**src/rtl/regblk_pkg.sv**
```systemverilog
package regblk_pkg;

    localparam int DATA_W     = 32;
    localparam int ADDR_W     = 8;
    localparam int STRB_W     = DATA_W / 8;
    localparam int NUM_WIN    = 4;
    localparam int WIN_IDX_W  = 2;
    localparam int WORD_SHIFT = $clog2(STRB_W);

    localparam logic [ADDR_W-1:0] OFS_STORE = 8'h00;
    localparam logic [ADDR_W-1:0] OFS_CONST = 8'h04;
    localparam logic [ADDR_W-1:0] OFS_WONLY = 8'h08;
    localparam logic [ADDR_W-1:0] OFS_COMBO = 8'h1C;

    typedef enum logic [2:0] {
        TGT_STORE,
        TGT_CONST,
        TGT_WONLY,
        TGT_COMBO,
        TGT_EXT,
        TGT_NONE
    } tgt_e;

    typedef struct packed {
        tgt_e                 tgt;
        logic [WIN_IDX_W-1:0] win;
        logic [WIN_IDX_W-1:0] idx;
        logic                 dir_bad;
    } dec_t;

    function automatic logic [ADDR_W-1:0] win_base(input int w);
        case (w)
            0:       return 8'h20;
            1:       return 8'h28;
            2:       return 8'h30;
            default: return 8'h40;
        endcase
    endfunction

    function automatic int win_words(input int w);
        return (w == 3) ? 4 : 2;
    endfunction

    function automatic logic win_rd_ok(input int w);
        return w != 2;
    endfunction

    function automatic logic win_wr_ok(input int w);
        return w != 1;
    endfunction

    function automatic logic [DATA_W-1:0] byte_mask(input logic [STRB_W-1:0] s);
        logic [DATA_W-1:0] m;
        for (int b = 0; b < STRB_W; b++) m[b*8 +: 8] = {8{s[b]}};
        return m;
    endfunction

    function automatic logic [DATA_W-1:0] merge_bytes(input logic [DATA_W-1:0] old_v,
                                                      input logic [DATA_W-1:0] new_v,
                                                      input logic [STRB_W-1:0] s);
        logic [DATA_W-1:0] m;
        m = byte_mask(s);
        return (old_v & ~m) | (new_v & m);
    endfunction

endpackage

```
**src/rtl/regblk_decode.sv**
```systemverilog
module regblk_decode
    import regblk_pkg::*;
(
    input  logic [ADDR_W-1:0] addr,
    input  logic              is_wr,
    output dec_t              dec
);

    logic [ADDR_W-1:0] aw;
    assign aw = {addr[ADDR_W-1:WORD_SHIFT], {WORD_SHIFT{1'b0}}};

    always_comb begin
        dec         = '0;
        dec.tgt     = TGT_NONE;
        dec.dir_bad = 1'b0;
        if (aw == OFS_STORE) begin
            dec.tgt = TGT_STORE;
        end else if (aw == OFS_CONST) begin
            dec.tgt     = TGT_CONST;
            dec.dir_bad = is_wr;
        end else if (aw == OFS_WONLY) begin
            dec.tgt     = TGT_WONLY;
            dec.dir_bad = !is_wr;
        end else if (aw == OFS_COMBO) begin
            dec.tgt = TGT_COMBO;
        end else begin
            for (int w = 0; w < NUM_WIN; w++) begin
                if ({1'b0, aw} >= {1'b0, win_base(w)} &&
                    {1'b0, aw} <  {1'b0, win_base(w)} + 9'(win_words(w) * STRB_W)) begin
                    dec.tgt     = TGT_EXT;
                    dec.win     = WIN_IDX_W'(w);
                    dec.idx     = WIN_IDX_W'((aw - win_base(w)) >> WORD_SHIFT);
                    dec.dir_bad = is_wr ? !win_wr_ok(w) : !win_rd_ok(w);
                end
            end
        end
    end

endmodule

```
**src/rtl/regblk_reg.sv**
```systemverilog
module regblk_reg
    import regblk_pkg::*;
#(
    parameter logic [DATA_W-1:0] RST_VAL = '0
) (
    input  logic              clk,
    input  logic              rst,
    input  logic              we,
    input  logic [DATA_W-1:0] wdata,
    input  logic [STRB_W-1:0] strb,
    output logic [DATA_W-1:0] q
);

    always_ff @(posedge clk) begin
        if (rst)     q <= RST_VAL;
        else if (we) q <= merge_bytes(q, wdata, strb);
    end

endmodule

```
**src/rtl/regblk_extfwd.sv**
```systemverilog
module regblk_extfwd
    import regblk_pkg::*;
(
    input  logic                      clk,
    input  logic                      rst,
    input  logic                      start,
    input  logic [WIN_IDX_W-1:0]      start_win,
    input  logic                      start_wr,
    input  logic [WIN_IDX_W-1:0]      start_idx,
    input  logic [DATA_W-1:0]         start_wdata,
    input  logic [STRB_W-1:0]         start_strb,
    output logic [NUM_WIN-1:0]        ext_req,
    output logic                      ext_req_is_wr,
    output logic [WIN_IDX_W-1:0]      ext_addr,
    output logic [DATA_W-1:0]         ext_wr_data,
    output logic [DATA_W-1:0]         ext_wr_biten,
    input  logic [NUM_WIN-1:0]        ext_rd_ack,
    input  logic [NUM_WIN-1:0]        ext_wr_ack,
    input  logic [NUM_WIN*DATA_W-1:0] ext_rd_data,
    output logic                      busy,
    output logic                      done,
    output logic [DATA_W-1:0]         done_data
);

    logic [WIN_IDX_W-1:0] win_q;
    logic                 wr_q;
    logic [WIN_IDX_W-1:0] idx_q;
    logic [DATA_W-1:0]    wdata_q;
    logic [STRB_W-1:0]    strb_q;
    logic                 ack_sel;

    assign ack_sel = wr_q ? ext_wr_ack[win_q] : ext_rd_ack[win_q];

    always_ff @(posedge clk) begin
        if (rst) begin
            busy      <= 1'b0;
            done      <= 1'b0;
            done_data <= '0;
            win_q     <= '0;
            wr_q      <= 1'b0;
            idx_q     <= '0;
            wdata_q   <= '0;
            strb_q    <= '0;
        end else begin
            done <= 1'b0;
            if (busy && ack_sel) begin
                busy      <= 1'b0;
                done      <= 1'b1;
                done_data <= wr_q ? '0 : ext_rd_data[win_q*DATA_W +: DATA_W];
            end else if (start) begin
                busy    <= 1'b1;
                win_q   <= start_win;
                wr_q    <= start_wr;
                idx_q   <= start_idx;
                wdata_q <= start_wdata;
                strb_q  <= start_strb;
            end
        end
    end

    for (genvar w = 0; w < NUM_WIN; w++) begin : g_req
        assign ext_req[w] = busy && (win_q == WIN_IDX_W'(w));
    end

    assign ext_req_is_wr = wr_q;
    assign ext_addr      = idx_q;
    assign ext_wr_data   = wdata_q;
    assign ext_wr_biten  = byte_mask(strb_q);

    a_r6_req_onehot: assert property (@(posedge clk) disable iff (rst)
        $onehot0(ext_req));

    a_r6_hold_until_ack: assert property (@(posedge clk) disable iff (rst)
        (busy && !ack_sel) |=> (busy && $stable(ext_req) && $stable(ext_addr)
                                && $stable(ext_req_is_wr) && $stable(ext_wr_data)));

    a_r8_done_after_ack: assert property (@(posedge clk) disable iff (rst)
        (busy && ack_sel) |=> (done && ext_req == '0));

    a_r10_reset_drops: assert property (@(posedge clk)
        rst |=> (!busy && !done));

endmodule

```
**src/rtl/regblk_errrsp.sv**
```systemverilog
module regblk_errrsp
    import regblk_pkg::*;
#(
    parameter bit                ERR_ON_UNMAPPED  = 1'b1,
    parameter bit                ERR_ON_WRONG_DIR = 1'b1,
    parameter logic [DATA_W-1:0] STORE_RST        = 32'd40,
    parameter logic [DATA_W-1:0] WONLY_RST        = 32'd100,
    parameter logic [DATA_W-1:0] COMBO_WO_RST     = 32'd0,
    parameter logic [DATA_W-1:0] CONST_VAL        = 32'd80,
    parameter logic [DATA_W-1:0] COMBO_RO_VAL     = 32'd200
) (
    input  logic                      clk,
    input  logic                      rst,
    input  logic                      cpu_req,
    input  logic                      cpu_wr,
    input  logic [ADDR_W-1:0]         cpu_addr,
    input  logic [DATA_W-1:0]         cpu_wdata,
    input  logic [STRB_W-1:0]         cpu_strb,
    output logic                      cpu_ack,
    output logic [DATA_W-1:0]         cpu_rdata,
    output logic                      cpu_err,
    output logic [DATA_W-1:0]         wonly_value,
    output logic [DATA_W-1:0]         combo_wo_value,
    output logic [NUM_WIN-1:0]        ext_req,
    output logic                      ext_req_is_wr,
    output logic [WIN_IDX_W-1:0]      ext_addr,
    output logic [DATA_W-1:0]         ext_wr_data,
    output logic [DATA_W-1:0]         ext_wr_biten,
    input  logic [NUM_WIN-1:0]        ext_rd_ack,
    input  logic [NUM_WIN-1:0]        ext_wr_ack,
    input  logic [NUM_WIN*DATA_W-1:0] ext_rd_data
);

    localparam int NUM_REG = 3;
    localparam logic [DATA_W-1:0] REG_RST [NUM_REG] = '{STORE_RST, WONLY_RST, COMBO_WO_RST};

    dec_t              dec;
    logic              busy;
    logic              accept;
    logic              fwd_go;
    logic              local_go;
    logic              fwd_done;
    logic [DATA_W-1:0] fwd_data;
    logic [NUM_REG-1:0] reg_we;
    logic [DATA_W-1:0] reg_q [NUM_REG];
    logic [DATA_W-1:0] rd_val;
    logic              err_val;
    logic              ack_q;
    logic              err_q;
    logic [DATA_W-1:0] rdata_q;

    regblk_decode u_dec (
        .addr  (cpu_addr),
        .is_wr (cpu_wr),
        .dec   (dec)
    );

    assign accept   = cpu_req && !busy;
    assign fwd_go   = accept && dec.tgt == TGT_EXT && !dec.dir_bad;
    assign local_go = accept && !fwd_go;

    assign reg_we[0] = accept && cpu_wr && dec.tgt == TGT_STORE;
    assign reg_we[1] = accept && cpu_wr && dec.tgt == TGT_WONLY;
    assign reg_we[2] = accept && cpu_wr && dec.tgt == TGT_COMBO;

    for (genvar g = 0; g < NUM_REG; g++) begin : g_reg
        regblk_reg #(.RST_VAL(REG_RST[g])) u_reg (
            .clk   (clk),
            .rst   (rst),
            .we    (reg_we[g]),
            .wdata (cpu_wdata),
            .strb  (cpu_strb),
            .q     (reg_q[g])
        );
    end

    assign wonly_value    = reg_q[1];
    assign combo_wo_value = reg_q[2];

    always_comb begin
        rd_val  = '0;
        err_val = 1'b0;
        case (dec.tgt)
            TGT_STORE: rd_val = reg_q[0];
            TGT_CONST: rd_val = CONST_VAL;
            TGT_COMBO: rd_val = COMBO_RO_VAL;
            TGT_NONE:  err_val = ERR_ON_UNMAPPED;
            default:   rd_val = '0;
        endcase
        if (dec.dir_bad) begin
            rd_val  = '0;
            err_val = ERR_ON_WRONG_DIR;
        end
    end

    always_ff @(posedge clk) begin
        if (rst) begin
            ack_q   <= 1'b0;
            err_q   <= 1'b0;
            rdata_q <= '0;
        end else begin
            ack_q   <= local_go;
            err_q   <= local_go && err_val;
            rdata_q <= (local_go && !cpu_wr) ? rd_val : '0;
        end
    end

    regblk_extfwd u_fwd (
        .clk           (clk),
        .rst           (rst),
        .start         (fwd_go),
        .start_win     (dec.win),
        .start_wr      (cpu_wr),
        .start_idx     (dec.idx),
        .start_wdata   (cpu_wdata),
        .start_strb    (cpu_strb),
        .ext_req       (ext_req),
        .ext_req_is_wr (ext_req_is_wr),
        .ext_addr      (ext_addr),
        .ext_wr_data   (ext_wr_data),
        .ext_wr_biten  (ext_wr_biten),
        .ext_rd_ack    (ext_rd_ack),
        .ext_wr_ack    (ext_wr_ack),
        .ext_rd_data   (ext_rd_data),
        .busy          (busy),
        .done          (fwd_done),
        .done_data     (fwd_data)
    );

    assign cpu_ack   = ack_q || fwd_done;
    assign cpu_rdata = ack_q ? rdata_q : fwd_data;
    assign cpu_err   = err_q;

    a_r8_local_latency: assert property (@(posedge clk) disable iff (rst)
        local_go |=> (cpu_ack && ext_req == '0));

    a_r4_unmapped_rsp: assert property (@(posedge clk) disable iff (rst)
        (accept && dec.tgt == TGT_NONE) |=> (cpu_ack && cpu_rdata == '0
                                             && cpu_err == ERR_ON_UNMAPPED));

    a_r7_no_forward: assert property (@(posedge clk) disable iff (rst)
        (accept && dec.dir_bad) |=> (ext_req == '0 && cpu_err == ERR_ON_WRONG_DIR));

    a_r3_wonly_hold: assert property (@(posedge clk) disable iff (rst)
        !reg_we[1] |=> $stable(wonly_value));

    a_r9_err_with_ack: assert property (@(posedge clk) disable iff (rst)
        cpu_err |-> cpu_ack);

endmodule

```
**config.mk**
```make
export PLATFORM = sky130hd
export DESIGN_NAME = regblk_errrsp
export DESIGN_NICKNAME = d
export VERILOG_FILES = /design/src/rtl/regblk_pkg.sv /design/src/rtl/regblk_decode.sv /design/src/rtl/regblk_reg.sv /design/src/rtl/regblk_extfwd.sv /design/src/rtl/regblk_errrsp.sv
export SDC_FILE = /design/constraint.sdc
export NUM_CORES = 1
export LEC_CHECK = 0
export CORE_AREA = 5 5 144 146
export CTS_CLUSTER_SIZE = 14
export DETAILED_ROUTE_END_ITERATION = 10
export DIE_AREA = 0 0 149 151
export PLACE_DENSITY_LB_ADDON = 0.25
export SKIP_LAST_GASP = 1
export SLEW_MARGIN = 40
export SYNTH_ARGS = -nofsm -noshare
export SYNTH_HDL_FRONTEND = slang
export SYNTH_SLANG_ARGS = --single-unit
```
**constraint.sdc**
```tcl
create_clock -name clk -period 3.2 [get_ports clk]
set_input_delay 0.64 -clock clk [delete_from_list [all_inputs] [get_ports clk]]
set_output_delay 0.64 -clock clk [all_outputs]
set_load 0.01 [all_outputs]
```
==> flow_summary.toml <==
[sta]
final_max_slew_viol_count = 0
setup_viol = 0
clock_skew_ns = 0.0118
clock.fmax_mhz = 363
setup_ws_ns = 0.446
period_minus_slack_ns = 2.75
hold_violations = 0
rsz0062_at_grt = "no"
max_slew_margin = 0.586
setup_tns_ns = 0
worstMarginPinSlew_ns = 0.621
fin_crit_sh = 0.861

[die]
dieHeight_um = 151
ios = 353
die_w_um = 149
coreArea_mm2 = 0.0193
start_util = 0.471
row_count = 51
die-area_mm2 = 0.0225

[global_route]
grt_pass1_wl_um = 42500
grtUsageTotal = 0.237
grt_overflow = 0
grt_max_degree = 86
grt_pass1_vias = 7432
antenna_found_initial = 2

[setup_path]
critPathSlowestCell = "clkdlybuf4s50_1"
path_max_fanout = 33
arrival_ns = 2.11
crit_type = "reg2out"
path_cells = "buf_4 > mux2_2 > clkdlybuf4s50_1"
critical_path.max_stage_delay_ns = 0.54
cp.required_ns = 2.56
endpoint_kind = "output port"
cp-start-kind = "flop"

[clock_tree]
tritoncts = "done"
numCtsBuffers = 22
cts_num_sinks = 205
clkLatencyLatePin_ns = 0.49
clk_path_buf_depth = 3
hold_buffers = 0
post_cts_buffers = 0
root_buffer = "clkbuf_16"
cts.clk_slew.worst_paths_ns = 0.06
cts_resized = 0
htree_levels = 1

[detailed_routing]
wl_per_cell_um = 19.2
vias = 7370
drt_iter0_drc = 408
postRouteAntennaNets = 0
drc = 0
dr.pass1.iters = 4
viasPerCell = 5.05
finalWirelength_um = 28000

[synthesis]
synth_seq_area_share = 0.452
ys_top_cells_by_area = "dfxtp_1 (45%), mux2i_1 (15%), mux4_2 (8.4%)"
syn_inst = 877
yosys.area.top_type = "dfxtp_1"
yosys.area.top_type_share = 0.452
synthArstFlopShare = 0
synth.avg_cell_area_um2 = 10.4
ys.flop_type = "dfxtp_1"
synth-edff-count = 0
syn_nets = 1061
netlist_area_mm2 = 0.00908
ys_seq_elements = 205
synth.distinct_cells = 45
ys_warn_count = 0

[power_and_ir_drop]
ir_worst_vdd_v = 0.000358
leakage_uw = 0.00498
switching_share = 0.220
p_total_uw = 5650
switchingPower_uw = 1240
p_comb_frac = 0.105
pwr-share-clk = 0.437
pwr-share-seq = 0.458
p_int_uw = 4410
power_density_mw_per_mm2 = 425

[finish]
stdcell_count = 1459
layout-drive-gt1-share = 0.117
fin_nets = 1362
design_area_mm2 = 0.0133
syn_to_final_growth_pct = 46.6
n_fill_cell = 1488

[place]
placed_area_mm2 = 0.0126
place_inst = 1419
dpl_worst_slack_ns = 0.184
place_congestion = 0.849
hpwl_um = 20900
io_buffers = 350

[worst_hold_path]
hold_class = "reg2reg"

[run]
max_cap_viol_count = 0

[outcome]
status = "finished clean"
[through the flow]
stage          hold WS (ns)  utilization
2_1_floorplan         0.414            -
3_3_place_gp          0.427        0.654
3_5_place_dp          0.424        0.654
4_1_cts               0.430        0.690
5_1_grt               0.451        0.691
6_report              0.435        0.691
[final timing paths]
path | startpoint | end | slack (ns) | depth (start not counted)
worst max-delay path | ack_q | cpu_rdata[23] | 0.45 | 3
worst min-delay path | flop | rdata_q[29] | 0.43 | 2
worst max register to register | u_fwd.busy | flop | 1.12 | 4
worst min register to register | flop | rdata_q[29] | 0.43 | 2
[critical path, delay by kind of cell (launching register included)]
family | cells | cell delay, ns
multiplexers | 1 | 0.39
flip-flops | 1 | 0.31
buffers and inverters | 2 | 0.91
[synth_stat cells (2+ instances only)]
cell / n
o21ai_0: 4
nor4_1: 28
nand4b_1: 5
nor3_4: 4
buf_2: 11
or2_2: 3
clkbuf_1: 41
buf_6: 4
buf_4: 33
mux2i_1: 139
inv_1: 64
nor3_1: 10
a21oi_1: 4
nand2_1: 87
nand3_1: 2
nor2_1: 95
or4_1: 6
nor4b_1: 2
mux2_2: 32
o2bb2ai_1: 32
mux4_2: 34
nor4_4: 4
nand2b_1: 2
nor3b_1: 2
dfxtp_1: 205
buf_1: 5
[metal layers]
metal | share of wire | global-route usage | vias up
met5 | 0 | 0 | -
met4 | 0.030 | 0.0709 | 0
met3 | 0.073 | 0.0566 | 48
met2 | 0.47 | 0.392 | 263
met1 | 0.43 | 0.311 | 3458
li1 | - | - | 3601
[power by group through the flow]
stage | registers [µW] | logic, µW | clock network (µW)
after floorplan | 2650 | 229 | 0
after global placement | 2640 | 584 | 0
after detailed placement | 2650 | 591 | 0
after CTS | 2590 | 593 | 2520
after global routing | 2590 | 627 | 2650
final | 2590 | 591 | 2470
[cell type report]
| type | count | area (µm²) | area share |
|---|---|---|---|
| Antenna cell | 2 | 5.00 | 0.000376 |
| Clock buffer | 34 | 657 | 0.0494 |
| Clock inverter | 4 | 48.8 | 0.00367 |
| Inverter | 65 | 244 | 0.0183 |
| Multi-Input combinational cell | 513 | 4220 | 0.317 |
| Sequential cell | 205 | 4110 | 0.309 |
| Tap cell | 265 | 332 | 0.0249 |
| Timing Repair Buffer | 371 | 3700 | 0.278 |
[placed cells by master (no fill, tap or decap), types with 5 or more instances in the layout]
cell             Yosys  routed
mux2_2              32      32
buf_4               33      19
nor3_1              10      10
nor4_1              28      28
nor2_1              95      95
dfxtp_1            205     203
nand2_1             87      87
or4_1                6       6
nand4b_1             5       5
clkbuf_16            0      23
clkdlybuf4s50_1      0     349
mux2i_1            139     139
clkbuf_1            41       7
inv_1               64      64
mux4_2              34      34
o2bb2ai_1           32      32
[cell families after synthesis]
group | count (synthesis) | share of synthesized area
compound gates | 47 | 0.0420
buf+inv | 159 | 0.0842
flops | 205 | 0.452
mux | 205 | 0.277
simple gates | 261 | 0.145
No activity file was read; power rests on OpenSTA's default activity.
